==> src/rtl/fic_pkg.sv <==
package fic_pkg;

  typedef enum logic [1:0] {
    MSG_ARM   = 2'd0,
    MSG_WIN   = 2'd1,
    MSG_FETCH = 2'd2,
    MSG_DISARM = 2'd3
  } msg_e;

  typedef enum logic [1:0] {
    PH_IDLE = 2'd0,
    PH_WAIT = 2'd1,
    PH_INTG = 2'd2,
    PH_DONE = 2'd3
  } phase_e;

endpackage

==> src/rtl/fic_win_ctr.sv <==
module fic_win_ctr #(
  parameter int MAX_WIN = 1024,
  parameter int WIN_W   = $clog2(MAX_WIN + 1)
) (
  input  logic             clk,
  input  logic             rst_n,
  input  logic             load,
  input  logic [WIN_W-1:0] len,
  input  logic             smp,
  output logic [WIN_W-1:0] remain,
  output logic             last
);

  localparam logic [WIN_W-1:0] MAX_L = WIN_W'(MAX_WIN);

  logic [WIN_W-1:0] cnt_q;
  logic [WIN_W-1:0] len_clamped;

  assign len_clamped = (len > MAX_L) ? MAX_L : len;
  assign last        = smp && (cnt_q == WIN_W'(1));
  assign remain      = cnt_q;

  always_ff @(posedge clk or negedge rst_n) begin
    if (!rst_n) begin
      cnt_q <= '0;
    end else if (load) begin
      cnt_q <= len_clamped;
    end else if (smp && cnt_q != '0) begin
      cnt_q <= cnt_q - WIN_W'(1);
    end
  end

  AST_WIN_BOUND: assert property (@(posedge clk) disable iff (!rst_n)
    cnt_q <= MAX_L);

endmodule

==> src/rtl/fic_accum.sv <==
module fic_accum #(
  parameter int ADC_W = 12,
  parameter int ACC_W = 23
) (
  input  logic             clk,
  input  logic             rst_n,
  input  logic             clr,
  input  logic             add,
  input  logic [ADC_W-1:0] din,
  output logic [ACC_W-1:0] sum
);

  logic [ACC_W-1:0] sum_q;
  logic [ACC_W-1:0] din_ext;

  assign din_ext = {{(ACC_W-ADC_W){1'b0}}, din};
  assign sum     = sum_q;

  always_ff @(posedge clk or negedge rst_n) begin
    if (!rst_n) begin
      sum_q <= '0;
    end else if (clr) begin
      sum_q <= '0;
    end else if (add) begin
      sum_q <= sum_q + din_ext;
    end
  end

  AST_NO_OVERFLOW: assert property (@(posedge clk) disable iff (!rst_n)
    (add && !clr) |=> (sum_q >= $past(sum_q)));

endmodule

==> src/rtl/fic_rsp_slot.sv <==
module fic_rsp_slot #(
  parameter int ACC_W = 23
) (
  input  logic             clk,
  input  logic             rst_n,
  input  logic             load,
  input  logic [1:0]       ld_type,
  input  logic             ld_ack,
  input  logic [ACC_W-1:0] ld_data,
  input  logic             ready,
  output logic             valid,
  output logic [1:0]       rtype,
  output logic             ack,
  output logic [ACC_W-1:0] data
);

  always_ff @(posedge clk or negedge rst_n) begin
    if (!rst_n) begin
      valid <= 1'b0;
      rtype <= '0;
      ack   <= 1'b0;
      data  <= '0;
    end else if (load) begin
      valid <= 1'b1;
      rtype <= ld_type;
      ack   <= ld_ack;
      data  <= ld_data;
    end else if (ready) begin
      valid <= 1'b0;
    end
  end

  AST_RSP_HOLD: assert property (@(posedge clk) disable iff (!rst_n)
    (valid && !ready) |=> (valid && $stable(rtype) && $stable(ack) && $stable(data)));

  AST_NO_CLOBBER: assert property (@(posedge clk) disable iff (!rst_n)
    load |-> (!valid || ready));

endmodule

==> src/rtl/follower_integ_ctrl.sv <==
module follower_integ_ctrl
  import fic_pkg::*;
#(
  parameter int ADC_W   = 12,
  parameter int MAX_WIN = 1024,
  localparam int WIN_W  = $clog2(MAX_WIN + 1),
  localparam int ACC_W  = ADC_W + WIN_W
) (
  input  logic             clk,
  input  logic             rst_n,
  input  logic             req_valid,
  output logic             req_ready,
  input  logic [1:0]       req_type,
  input  logic [WIN_W-1:0] req_len,
  input  logic             adc_valid,
  input  logic [ADC_W-1:0] adc_data,
  output logic             rsp_valid,
  input  logic             rsp_ready,
  output logic [1:0]       rsp_type,
  output logic             rsp_ack,
  output logic [ACC_W-1:0] rsp_data,
  output logic             err_pulse
);

  phase_e           phase_q, phase_d;
  msg_e             msg;
  logic             req_fire;
  logic             legal;
  logic             win_start;
  logic             smp_en;
  logic             win_last;
  logic [WIN_W-1:0] win_remain;
  logic [ACC_W-1:0] acc_sum;
  logic             ld_ack;
  logic [ACC_W-1:0] ld_data;
  logic             err_q;

  assign msg       = msg_e'(req_type);
  assign req_ready = !rsp_valid || rsp_ready;
  assign req_fire  = req_valid && req_ready;
  assign smp_en    = adc_valid && (phase_q == PH_INTG);
  assign err_pulse = err_q;

  // phase sequencing and request legality
  always_comb begin
    phase_d   = phase_q;
    legal     = 1'b0;
    win_start = 1'b0;
    ld_ack    = 1'b0;
    ld_data   = '0;
    case (phase_q)
      PH_IDLE: begin
        if (req_fire && msg == MSG_ARM) begin
          legal   = 1'b1;
          ld_ack  = 1'b1;
          phase_d = PH_WAIT;
        end
      end
      PH_WAIT: begin
        if (req_fire && msg == MSG_WIN) begin
          legal     = 1'b1;
          win_start = 1'b1;
          phase_d   = (req_len == '0) ? PH_DONE : PH_INTG;
        end else if (req_fire && msg == MSG_DISARM) begin
          legal   = 1'b1;
          phase_d = PH_IDLE;
        end
      end
      PH_INTG: begin
        if (req_fire && msg == MSG_DISARM) begin
          legal   = 1'b1;
          phase_d = PH_IDLE;
        end else if (win_last) begin
          phase_d = PH_DONE;
        end
      end
      PH_DONE: begin
        if (req_fire && msg == MSG_FETCH) begin
          legal   = 1'b1;
          ld_data = acc_sum;
          phase_d = PH_WAIT;
        end else if (req_fire && msg == MSG_DISARM) begin
          legal   = 1'b1;
          phase_d = PH_IDLE;
        end
      end
      default: phase_d = PH_IDLE;
    endcase
  end

  always_ff @(posedge clk or negedge rst_n) begin
    if (!rst_n) begin
      phase_q <= PH_IDLE;
      err_q   <= 1'b0;
    end else begin
      phase_q <= phase_d;
      err_q   <= req_fire && !legal;
    end
  end

  fic_win_ctr #(
    .MAX_WIN (MAX_WIN),
    .WIN_W   (WIN_W)
  ) i_win (
    .clk    (clk),
    .rst_n  (rst_n),
    .load   (win_start),
    .len    (req_len),
    .smp    (smp_en),
    .remain (win_remain),
    .last   (win_last)
  );

  fic_accum #(
    .ADC_W (ADC_W),
    .ACC_W (ACC_W)
  ) i_acc (
    .clk   (clk),
    .rst_n (rst_n),
    .clr   (win_start),
    .add   (smp_en),
    .din   (adc_data),
    .sum   (acc_sum)
  );

  fic_rsp_slot #(
    .ACC_W (ACC_W)
  ) i_rsp (
    .clk     (clk),
    .rst_n   (rst_n),
    .load    (legal),
    .ld_type (req_type),
    .ld_ack  (ld_ack),
    .ld_data (ld_data),
    .ready   (rsp_ready),
    .valid   (rsp_valid),
    .rtype   (rsp_type),
    .ack     (rsp_ack),
    .data    (rsp_data)
  );

  AST_IDLE_SUM_HOLD: assert property (@(posedge clk) disable iff (!rst_n)
    (phase_q == PH_IDLE) |=> $stable(acc_sum));

  AST_INTG_NONEMPTY: assert property (@(posedge clk) disable iff (!rst_n)
    (phase_q == PH_INTG) |-> (win_remain != '0));

  AST_ERR_KEEPS_PHASE: assert property (@(posedge clk) disable iff (!rst_n)
    err_q |-> ((phase_q == $past(phase_q)) || ($past(phase_q) == PH_INTG)));

  AST_DONE_EXIT: assert property (@(posedge clk) disable iff (!rst_n)
    (phase_q == PH_DONE && !req_fire) |=> (phase_q == PH_DONE));

endmodule

==> config.mk <==
export PLATFORM = sky130hd
export DESIGN_NAME = follower_integ_ctrl
export DESIGN_NICKNAME = d
export VERILOG_FILES = /design/src/rtl/fic_pkg.sv /design/src/rtl/fic_win_ctr.sv /design/src/rtl/fic_accum.sv /design/src/rtl/fic_rsp_slot.sv /design/src/rtl/follower_integ_ctrl.sv
export SDC_FILE = /design/constraint.sdc
export NUM_CORES = 1
export LEC_CHECK = 0
export ABC_AREA = 1
export ABC_CLOCK_PERIOD_IN_PS = 2600
export BUFFER_PORTS_ARGS = -buffer_cell sky130_fd_sc_hd__buf_2
export CORE_ASPECT_RATIO = 1.4
export CORE_MARGIN = 5
export CORE_UTILIZATION = 52
export DETAILED_ROUTE_END_ITERATION = 10
export PLACE_DENSITY = 0.74
export SYNTH_ARGS = -nofsm -noshare
export SYNTH_HDL_FRONTEND = slang
export SYNTH_SLANG_ARGS = --single-unit
==> constraint.sdc <==
create_clock -name clk -period 2.6 [get_ports clk]
set_input_delay 0.26 -clock clk [delete_from_list [all_inputs] [get_ports clk]]
set_output_delay 0.26 -clock clk [all_outputs]
set_load 0.005 [all_outputs]
==> impl_metrics.csv <==
group,metric,value,unit
status,run_status,"complete, no violations",
sta,post-route-min-period,1.95,ns
clocking,cts_sinks,64,
synth,netlist_area,3930,µm²
clocking,cts_tree,"built",
synth,ys_warn_count,0,
die,std_cell_rows,37,
sta,fin_crit_sh,74.9,%
clocking,hold_buffers,1,
synth,seq_area_frac_synth,40.7,%
die,core,7360,µm²
setup_path,critPathArrivalTime,2.20,ns
die,start_util,53.4,%
synth,synth_edf_count,0,
clocking,clkLatencyLatePin,0.36,ns
drt,firstDrtPassIters,4,
place,dp_hpwl,6.98,mm
final_layout,drive_gt1_share,15.7,%
power,switching_power,1.67,mW
final_layout,fin_nets,666,
sta,relSlewSlack,60.4,%
sta,rsz0062_at_grt,"no",
clocking,path_clk_slew,0.07,ns
drt,antenna_left,0,
setup_path,cpMostUsedCell,"nand2_1",
synth,ys_ff_latch,64,
synth,async_flop_share,100,%
sta,slew_viol_final,0,
synth,syn_inst,557,
final_layout,regArea,1600,µm²
power,power_density,877,nW/µm²
setup_path,cp-start-kind,"register",
sta,setup-tns-final,0,ns
drt,via_count,3650,
synth,synth_area_leaders,"dfrtp_1, nand2_1, inv_1",
global_route,grt_max_degree,65,
global_route,grt_pass1_wl,16.1,mm
synth,synth.distinct_cells,34,
setup_path,worstPathCellList,"ha_1, inv_1, fa_1, nor2_1, nand3_1, nand3_1, nand2_1, nand2_1, nand2_1, o21ai_0, nor2_1",
synth,synth.avg_cell_area,7.06,µm²
global_route,grt_overflow_total,0,
drt,drcViolationCount,0,
setup_path,cp-end-kind,"register",
die,die_h,113,µm
sta,hold-worst-slack,0.168,ns
sta,hold_violations,0,
clocking,cts_resized,0,
setup_path,required,2.85,ns
clocking,clockBufferDepth,2,
final_layout,multi_input_comb_area,1910,µm²
setup_path,max_stage_delay,0.37,ns
setup_path,path_class,"register to register",
global_route,grt_pass1_vias,3719,
setup_path,cp_max_fo,6,
clocking,cts_root_buffer,"clkbuf_8",
power,seqPwrFrac,36.4,%
synth,syn_nets,602,
place,io_buffers,58,
final_layout,n_fill_cell,684,
global_route,antenna_found_initial,0,
power,p_int,2.30,mW
run,cap_viol_max_count,0,
synth,synth_top_area_cell,"dfrtp_1",
clocking,h-tree-depth,3,
power,combPwrFrac,42.3,%
setup_path,r2r_slack,0.65,ns
final_layout,area_growth_syn_to_layout,15.1,%
sta,finClkSkew,0.00814,ns
setup_path,worstPathBufferInverterCount,1,
power,clkPwrFrac,21.3,%
drt,first_iter_violations,181,
die,die_x,83.5,µm
drt,vias_per_cell,5.06,
sta,tightest_slew,0.593,ns
drt,routed_wl,9.38,mm
synth,ys.flop_type,"dfrtp_1",
synth,yosys.area.top_type_share,40.7,%
power,switching_share,42.2,%
clocking,cts_buffers,9,
worst_hold_path,holdCritPathClass,"primary input to register",
place,place_congestion,0.896,
global_route,grt_usage,21.0,%
die,die-area,9430,µm²
sta,setup_viol,0,
final_layout,antennaDiodeCount,0,
setup_path,crit_family,"simple AND/OR/NAND/NOR gates",
power,vdd_drop_max,0.462,mV
die,pin_count,59,
clocking,post_cts_buffers,0,
setup_path,crit_slowest_cell,"dfrtp_1",
sta,max_freq,513,MHz
power,p_leak,2.48,nW
drt,post_drt_wl_per_cell,13.0,µm
## through the flow
step	util, %	cells	instance area (µm²)	setup slack (ns)	power, mW
finish	61.5	722	4530	0.651	3.97
CTS	61.5	722	4530	0.649	4.00
floorplan	-	557	3930	0.822	2.70
global route	61.5	722	4530	0.327	4.31
detailed placement	58.8	706	4330	0.659	3.14
global placement	58.8	706	4330	0.713	3.08
## layout make-up
class                      instances  area share [%]
multi-input combinational        388            42.2
sequential                        64            35.4
inverter                          94            7.85
timing repair buffer              64            7.74
clock buffer                      12            3.21
tap                               97            2.68
clock inverter                     3           0.939
## cell families (layout without fill, tap and decap cells)
| kind of cell | Yosys count | count (layout) | share of synthesized area (%) |
|---|---|---|---|
| adders and majority gates | 15 | 15 | 4.96 |
| buffers and inverters | 105 | 173 | 10.7 |
| AOI/OAI and AO/OA | 73 | 73 | 10.7 |
| and+or+nand+nor | 295 | 295 | 31.8 |
| DFF | 64 | 64 | 40.7 |
| xor gates and xnor gates | 5 | 5 | 1.11 |
## registers in the layout (all words and copies together) (netlist names)
signal,flops
i_rsp.data,23
i_win.remain,11
i_rsp.rtype,2
phase_q,2
i_rsp.ack,1
err_pulse,1
i_acc.sum,23
i_rsp.valid,1
## cell usage after synthesis (2+ instances only)
cell     count
nand2_1    170
inv_1       91
dfrtp_1     64
nor2_1      54
nand3_1     40
o21ai_0     25
a21oi_1     18
ha_1        14
nand4_1     12
o21ai_1     10
o22ai_1      9
buf_2        7
o21ai_2      7
nor3_1       6
nand2_2      3
xor2_1       3
buf_4        2
inv_2        2
nand3_2      2
nor2_2       2
or2_2        2
xnor2_1      2
## worst paths after layout
path                                             startpoint                     endpoint  cells past startpoint
worst max-delay path               i_acc.sum[0]$_DFFE_PN0P_    i_acc.sum[14]$_DFFE_PN0P_                     11
worst min-delay path                            req_type[1]   i_rsp.rtype[1]$_DFFE_PN0P_                      3
worst max register to register     i_acc.sum[0]$_DFFE_PN0P_    i_acc.sum[14]$_DFFE_PN0P_                     11
worst min register to register  i_win.remain[9]$_DFFE_PN0P_  i_win.remain[9]$_DFFE_PN0P_                      2
max in group asynchronous                             rst_n    i_acc.sum[11]$_DFFE_PN0P_                      3
min in group asynchronous                             rst_n    i_rsp.data[4]$_DFFE_PN0P_                      3
## placed cells by master, fill, tap and decap left out, types with 6 or more instances in the layout
master / instances
nand2_1: 170
inv_1: 91
dfrtp_1: 64
buf_2: 58
nor2_1: 54
nand3_1: 40
o21ai_0: 25
a21oi_1: 18
ha_1: 14
nand4_1: 12
o21ai_1: 10
clkbuf_8: 10
o22ai_1: 9
o21ai_2: 7
nor3_1: 6
## power groups by stage
stage	Sequential, mW	Clock (mW)	Combinational [mW]
floorplan	1.41	0	1.29
detailed placement	1.46	0	1.68
CTS	1.44	0.863	1.69
global placement	1.45	0	1.63
global route	1.48	0.905	1.93
finish	1.44	0.846	1.68
## per-layer routing
layer / global-route usage, % / vias up / share of wire [%]
met4: 8.69 / 0 / 2.0
met1: 22.2 / 1678 / 41
li1: - / 1888 / -
met2: 39.9 / 66 / 53
met3: 4.44 / 18 / 3.9
met5: 0 / - / 0
## tightest hold or removal path: stages
cell	delay [ns]
buf_2	0.11
nand2_1	0.05
o21ai_1	0.06
No activity file was read; power rests on OpenSTA's default activity.
